File: config.mk
export PLATFORM = sky130hd
export DESIGN_NAME = ee_word_reader
export DESIGN_NICKNAME = d
export VERILOG_FILES = /design/src/rtl/ee_rd_pkg.sv /design/src/rtl/ee_rd_rst_sync.sv /design/src/rtl/ee_rd_phase_timer.sv /design/src/rtl/ee_rd_sequencer.sv /design/src/rtl/ee_word_reader.sv
export SDC_FILE = /design/constraint.sdc
export NUM_CORES = 1
export LEC_CHECK = 0
export BUFFER_PORTS_ARGS = -buffer_cell sky130_fd_sc_hd__buf_2
export CAP_MARGIN = 15
export CORE_MARGIN = 10
export CORE_UTILIZATION = 60
export DETAILED_ROUTE_END_ITERATION = 7
export PLACE_DENSITY = 0.81
export RECOVER_POWER = 100
export SYNTH_ARGS = -nofsm -noshare
export SYNTH_HDL_FRONTEND = slang
export SYNTH_SLANG_ARGS = --single-unit
File: constraint.sdc
create_clock -name clk -period 5.78 [get_ports clk]
set_input_delay 1.156 -clock clk [delete_from_list [all_inputs] [get_ports clk]]
set_output_delay 1.156 -clock clk [all_outputs]
set_load 0.005 [all_outputs]
File: src/rtl/ee_rd_pkg.sv
package ee_rd_pkg;

  typedef enum logic [2:0] {
    SEG_IDLE,
    SEG_PRE,
    SEG_CMD,
    SEG_DAT,
    SEG_END
  } seg_e;

  typedef struct packed {
    logic cs;
    logic sk;
    logic di;
  } dev_lines_t;

  localparam int         PRE_STEPS = 4;       // preamble phases
  localparam int         CMD_PH    = 3;       // phases per command/address bit
  localparam int         DAT_PH    = 2;       // phases per data bit
  localparam int         CMD_W     = 3;       // start bit plus opcode
  localparam logic [2:0] READ_CMD  = 3'b110;

endpackage

File: src/rtl/ee_rd_rst_sync.sv
module ee_rd_rst_sync (
  input  logic clk,
  input  logic rst_n,
  output logic rst_sync_n
);

  logic [1:0] sync_q;

  always_ff @(posedge clk or negedge rst_n) begin
    if (!rst_n) begin
      sync_q <= 2'b00;
    end else begin
      sync_q <= {sync_q[0], 1'b1};
    end
  end

  assign rst_sync_n = sync_q[1];

endmodule

File: src/rtl/ee_rd_phase_timer.sv
module ee_rd_phase_timer #(
  parameter int DIV_W = 8
) (
  input  logic             clk,
  input  logic             rst_n,
  input  logic             launch_i,
  input  logic             busy_i,
  input  logic [DIV_W-1:0] len_i,
  output logic             tick_o
);

  logic [DIV_W-1:0] len_q;
  logic [DIV_W-1:0] cnt_q;
  logic [DIV_W-1:0] cnt_d;
  logic [DIV_W-1:0] last;

  assign last   = (len_q == '0) ? '0 : len_q - 1'b1;
  assign tick_o = busy_i && (cnt_q == last);

  always_comb begin
    cnt_d = cnt_q;
    if (launch_i) begin
      cnt_d = '0;
    end else if (busy_i) begin
      cnt_d = tick_o ? '0 : cnt_q + 1'b1;
    end else begin
      cnt_d = '0;
    end
  end

  always_ff @(posedge clk or negedge rst_n) begin
    if (!rst_n) begin
      len_q <= '0;
      cnt_q <= '0;
    end else begin
      if (launch_i) begin
        len_q <= len_i;
      end
      cnt_q <= cnt_d;
    end
  end

  AST_LEN_HELD: assert property (@(posedge clk) disable iff (!rst_n)
    (busy_i && $past(busy_i)) |-> $stable(len_q));

endmodule

File: src/rtl/ee_rd_sequencer.sv
module ee_rd_sequencer
  import ee_rd_pkg::*;
#(
  parameter int ADDR_W = 6,
  parameter int DATA_W = 16
) (
  input  logic       clk,
  input  logic       rst_n,
  input  logic       launch_i,
  input  logic       tick_i,
  output seg_e       seg_o,
  output logic [1:0] ph_o,
  output logic       busy_o,
  output logic       finish_o,
  output logic       cmd_adv_o,
  output logic       dat_smp_o
);

  localparam int CA_W  = CMD_W + ADDR_W;
  localparam int MAXB  = (CA_W > DATA_W) ? CA_W : DATA_W;
  localparam int IDX_W = $clog2(MAXB);

  seg_e             seg_q, seg_d;
  logic [1:0]       ph_q, ph_d;
  logic [IDX_W-1:0] idx_q, idx_d;

  always_comb begin
    seg_d = seg_q;
    ph_d  = ph_q;
    idx_d = idx_q;
    case (seg_q)
      SEG_IDLE: begin
        if (launch_i) begin
          seg_d = SEG_PRE;
          ph_d  = '0;
          idx_d = '0;
        end
      end
      SEG_PRE: begin
        if (tick_i) begin
          if (ph_q == 2'(PRE_STEPS - 1)) begin
            seg_d = SEG_CMD;
            ph_d  = '0;
          end else begin
            ph_d = ph_q + 1'b1;
          end
        end
      end
      SEG_CMD: begin
        if (tick_i) begin
          if (ph_q == 2'(CMD_PH - 1)) begin
            ph_d = '0;
            if (idx_q == IDX_W'(CA_W - 1)) begin
              seg_d = SEG_DAT;
              idx_d = '0;
            end else begin
              idx_d = idx_q + 1'b1;
            end
          end else begin
            ph_d = ph_q + 1'b1;
          end
        end
      end
      SEG_DAT: begin
        if (tick_i) begin
          if (ph_q == 2'(DAT_PH - 1)) begin
            ph_d = '0;
            if (idx_q == IDX_W'(DATA_W - 1)) begin
              seg_d = SEG_END;
              idx_d = '0;
            end else begin
              idx_d = idx_q + 1'b1;
            end
          end else begin
            ph_d = ph_q + 1'b1;
          end
        end
      end
      SEG_END: begin
        if (tick_i) begin
          seg_d = SEG_IDLE;
        end
      end
      default: seg_d = SEG_IDLE;
    endcase
  end

  always_ff @(posedge clk or negedge rst_n) begin
    if (!rst_n) begin
      seg_q <= SEG_IDLE;
      ph_q  <= '0;
      idx_q <= '0;
    end else begin
      seg_q <= seg_d;
      ph_q  <= ph_d;
      idx_q <= idx_d;
    end
  end

  assign seg_o     = seg_q;
  assign ph_o      = ph_q;
  assign busy_o    = (seg_q != SEG_IDLE);
  assign finish_o  = tick_i && (seg_q == SEG_END);
  assign cmd_adv_o = tick_i && (seg_q == SEG_CMD) && (ph_q == 2'(CMD_PH - 1));
  assign dat_smp_o = tick_i && (seg_q == SEG_DAT) && (ph_q == 2'd0);

endmodule

File: src/rtl/ee_word_reader.sv
module ee_word_reader
  import ee_rd_pkg::*;
#(
  parameter int ADDR_W = 6,
  parameter int DATA_W = 16,
  parameter int DIV_W  = 8
) (
  input  logic              clk,
  input  logic              rst_n,
  input  logic              start,
  input  logic [ADDR_W-1:0] addr,
  input  logic [DIV_W-1:0]  phase_len,
  output logic              busy,
  output logic              done,
  output logic [DATA_W-1:0] rd_data,
  output logic              ee_cs,
  output logic              ee_sk,
  output logic              ee_di,
  input  logic              ee_do
);

  localparam int CA_W = CMD_W + ADDR_W;

  logic       rst_sync_n;
  logic       launch;
  logic       tick;
  logic       seq_busy;
  logic       finish;
  logic       cmd_adv;
  logic       dat_smp;
  seg_e       seg;
  logic [1:0] ph;

  logic [CA_W-1:0]   cmdsh_q, cmdsh_d;
  logic [DATA_W-1:0] capsh_q, capsh_d;
  logic [DATA_W-1:0] word_q;
  logic              done_q;
  dev_lines_t        lines;

  ee_rd_rst_sync u_rst_sync (
    .clk        (clk),
    .rst_n      (rst_n),
    .rst_sync_n (rst_sync_n)
  );

  assign launch = start && !seq_busy;

  ee_rd_phase_timer #(.DIV_W(DIV_W)) u_timer (
    .clk      (clk),
    .rst_n    (rst_sync_n),
    .launch_i (launch),
    .busy_i   (seq_busy),
    .len_i    (phase_len),
    .tick_o   (tick)
  );

  ee_rd_sequencer #(.ADDR_W(ADDR_W), .DATA_W(DATA_W)) u_seq (
    .clk       (clk),
    .rst_n     (rst_sync_n),
    .launch_i  (launch),
    .tick_i    (tick),
    .seg_o     (seg),
    .ph_o      (ph),
    .busy_o    (seq_busy),
    .finish_o  (finish),
    .cmd_adv_o (cmd_adv),
    .dat_smp_o (dat_smp)
  );

  // next-state of the shift registers
  always_comb begin
    cmdsh_d = cmdsh_q;
    capsh_d = capsh_q;
    if (launch) begin
      cmdsh_d = {READ_CMD, addr};
      capsh_d = '0;
    end else begin
      if (cmd_adv) begin
        cmdsh_d = {cmdsh_q[CA_W-2:0], 1'b0};
      end
      if (dat_smp) begin
        capsh_d = {capsh_q[DATA_W-2:0], ee_do};
      end
    end
  end

  always_ff @(posedge clk or negedge rst_sync_n) begin
    if (!rst_sync_n) begin
      cmdsh_q <= '0;
      capsh_q <= '0;
      word_q  <= '0;
      done_q  <= 1'b0;
    end else begin
      cmdsh_q <= cmdsh_d;
      capsh_q <= capsh_d;
      if (finish) begin
        word_q <= capsh_q;
      end
      done_q <= finish;
    end
  end

  // device line decode from sequencer state
  always_comb begin
    lines = '0;
    case (seg)
      SEG_PRE: begin
        lines.cs = (ph == 2'd1) || (ph == 2'd2);
        lines.sk = (ph == 2'd2);
      end
      SEG_CMD: begin
        lines.cs = 1'b1;
        lines.sk = (ph == 2'd1);
        lines.di = cmdsh_q[CA_W-1];
      end
      SEG_DAT: begin
        lines.cs = 1'b1;
        lines.sk = (ph == 2'd0);
      end
      default: lines = '0;
    endcase
  end

  assign ee_cs   = lines.cs;
  assign ee_sk   = lines.sk;
  assign ee_di   = lines.di;
  assign busy    = seq_busy;
  assign done    = done_q;
  assign rd_data = word_q;

  AST_DONE_PULSE: assert property (@(posedge clk) disable iff (!rst_sync_n)
    done |=> !done);
  AST_IDLE_QUIET: assert property (@(posedge clk) disable iff (!rst_sync_n)
    !busy |-> !(ee_cs || ee_sk || ee_di));
  AST_WORD_HOLD: assert property (@(posedge clk) disable iff (!rst_sync_n)
    !done |-> $stable(rd_data));
  AST_CMD_DI_HELD: assert property (@(posedge clk) disable iff (!rst_sync_n)
    (seg == SEG_CMD && ph != 2'd0) |-> $stable(ee_di));
  AST_START_BUSY: assert property (@(posedge clk) disable iff (!rst_sync_n)
    (start && !busy) |=> busy);

endmodule

==> results.yml <==
yosys:
  synth_area_per_cell_um2: 10.60
  yosysTopAreaCell: "dfrtp_1"
  ys_seq_elements: 69
  synth.top_cell.area_share: 0.4876
  synth-async-reset-ratio: 1.000
  synthFlopType: "dfrtp_1"
  synth.distinct_cells: 57
  synth_fp_nets: 362
  syn-instance-count: 334
  yosysSeqAreaShare: 0.4876
  synth_area_mm2: 0.003541
  synth_edf_count: 0
  ys_top_cells_by_area: "dfrtp_1 (49%), mux2_2 (5.4%), mux2i_1 (4.0%)"
  yosys_warnings: 0
layout:
  area_growth_pct: 10.32
  num-nets-final: 400
  n_antenna_cell: 0
  seqCellArea_mm2: 0.001727
  utilization: 0.6966
  multi_input_area_mm2: 0.001620
  drive_gt1_frac: 0.1569
  nFillCells: 463
die:
  start_util: 0.6314
  die_area_mm2: 0.009374
  row_count: 27
  io_pins: 39
  core_area_mm2: 0.005608
  die_y_um: 96.82
  die_w_um: 96.82
cts:
  cts.sinks: 69
  post_cts_resized: 0
  holdBufCountCts: 0
  ctsHtreeMaxLevel: 3
  worst_skew_pair.late_latency_ps: 340
  cts_made_buffers: 9
  clk_pin_slew_ps: 70
  root_buffer: "clkbuf_8"
  cts_tree: "built"
  cts_setup_buffers: 0
  cts_buffer_depth: 2
timing:
  fin_hold_ws_ps: 357.1
  drv_slew: 45
  fin_tns_setup_ps: 0
  setup_viol: 0
  finClkSkew_ps: 9.725
  hold_viol_final: 0
  relSlewSlack: -0.5776
  rsz0062_at_grt: "false"
  worst_pin_slew_ps: 2366
  timing.fmax_ghz: 0.2334
  layout_min_cycle_time_ps: 4285
  setup_slack_ps: 1495
  period_share: 0.7413
route:
  wl_per_cell_um: 16.76
  drtAntennaViolNets: 0
  vias_per_cell: 5.922
  met3_length_um: 353
  highest_layer: "met4"
  drt_iter0_markers: 83
  drt-total-wl_um: 7508
  via_count: 2653
  first_pass_iters: 4
  drt-met1-wl_um: 3339
  drc: 0
  met2_wirelength_um: 3735
min_path:
  hold_depth: 0
  hold_class: "reg2reg"
pwr:
  powerDensity_mw_per_mm2: 339.9
  vdd_drop_max_mv: 0.1895
  p_leak_nw: 1.876
grt:
  antenna_found_initial: 0
  overflow: 0
  grt_max_degree: 45
  track_usage: 0.1569
  grt_pass1_wl_um: 12650
  grt_pass1_vias: 2622
critical_path:
  reg2reg_depth: 9
  worstPathRequired_ps: 6000
  end_kind: "flop"
  start_kind: "flop"
  crit_arrival_ps: 4500
  cp_max_fo: 18
  critPathKind: "reg2reg"
placed_design:
  place_ws_ps: 2354
  dp_hpwl_um: 5284
  gp_congestion: 0.8819
  portBuffers: 38
outcome:
  status: "finished with violations"
  violations: "capacitance limit, slew limit"
job:
  cap_viol_max_count: 1
[critical path: stages, from the launching register on]
cell and delay, ps:
dfrtp_1 440, inv_1 80, ha_1 210, nor3b_1 470, a211oi_1 140, o21ai_0 300
a22oi_4 140, o211ai_1 970, or2_0 1030, mux2_1 380
[metrics by stage]
| stage | cells | instance area [µm²] | total power, W |
|---|---|---|---|
| finish | 448 | 3906 | 0.001328 |
| floorplan | 334 | 3541 | 0.0008373 |
| global placement | 432 | 3760 | 0.0008946 |
| CTS | 447 | 3973 | 0.001339 |
| detailed placement | 432 | 3760 | 0.0009132 |
| global route | 448 | 3906 | 0.001405 |
[cells in the final DEF (no fill, tap or decap), types with 2 or more instances in the layout]
master / Yosys / layout
o31a_1: 2 / 2
or3_4: 2 / 2
nor3b_1: 2 / 2
a2111oi_0: 2 / 2
o21ai_0: 21 / 23
mux2i_1: 14 / 14
a311o_1: 2 / 2
o211ai_1: 3 / 4
dfrtp_1: 69 / 69
xor2_1: 6 / 6
and2_1: 3 / 2
clkbuf_8: 0 / 9
or4_1: 2 / 2
a21oi_1: 10 / 10
nand3b_1: 4 / 4
a21o_1: 3 / 3
a22oi_1: 3 / 3
o31ai_1: 3 / 3
mux2_1: 1 / 4
nand3_1: 10 / 11
a31oi_1: 2 / 2
inv_1: 21 / 21
clkinvlp_4: 0 / 2
nor2_1: 22 / 22
nor2b_1: 3 / 3
o221a_2: 4 / 4
mux2_2: 17 / 17
nand2_1: 27 / 27
or3_1: 3 / 3
ha_1: 10 / 10
bufinv_16: 0 / 2
nor3_1: 8 / 8
xnor2_1: 5 / 5
nor4_1: 4 / 4
a211oi_1: 2 / 2
buf_2: 2 / 19
clkbuf_1: 9 / 22
and3_1: 5 / 5
[cell type report]
cell class	instances	area share
clock buffers	9	0.03171
clock inverters	6	0.02274
inverters	21	0.02018
multi-input cells	230	0.4148
flip-flops and latches	69	0.4420
well taps	72	0.02306
repair buffers	41	0.04548
[sequential cells by signal, indices dropped and copies added, names as in the netlist]
name               flops
rd_data               16
u_rst_sync.sync_q      2
u_timer.cnt_q          8
done                   1
capsh_q               16
u_seq.seg_o            3
u_seq.idx_q            4
cmdsh_q                9
u_timer.len_q          8
u_seq.ph_o             2
[logic make-up after synthesis]
kind of cell,share of synthesized area
AOI/OAI and AO/OA,0.1466
xor gates and xnor gates,0.02721
adders and majority gates,0.03534
buffers and inverters,0.04417
DFF,0.4876
muxes,0.1095
other,0.001059
and+or+nand+nor,0.1484
[final timing paths]
path                       slack (ps)                 start              endpoint
max                              1500      u_timer.len_q[0]            capsh_q[0]
min                               360  u_rst_sync.sync_q[0]  u_rst_sync.sync_q[1]
max reg2reg                      1500      u_timer.len_q[0]            capsh_q[0]
min reg2reg                       360  u_rst_sync.sync_q[0]  u_rst_sync.sync_q[1]
max in group asynchronous        2680  u_rst_sync.sync_q[1]      u_timer.len_q[6]
min in group asynchronous         370  u_rst_sync.sync_q[1]            capsh_q[4]
[metal layers]
metal | vias to the layer above | GRT usage
met2 | 68 | 0.2551
met3 | 7 | 0.04045
met1 | 1306 | 0.1987
met4 | 0 | 0.04848
li1 | 1272 | -
met5 | - | 0
[power breakdown]
part / total, W / internal, W / switching, W
registers: 0.000623 / 0.000545 / 0.0000785
clock network: 0.000427 / 0.000240 / 0.000187
logic: 0.000277 / 0.000139 / 0.000138
[cells in the mapped netlist, drive strengths merged (5+ instances only)]
cell type / count
and3: 5
o21ai: 24
buf: 5
dfrtp: 69
mux2: 21
xnor2: 5
clkbuf: 9
nor2: 22
nand3: 11
nand2: 27
xor2: 6
ha: 10
or3: 5
inv: 21
mux2i: 14
a21oi: 10
nor3: 8
(Power assumes the default switching activity.)
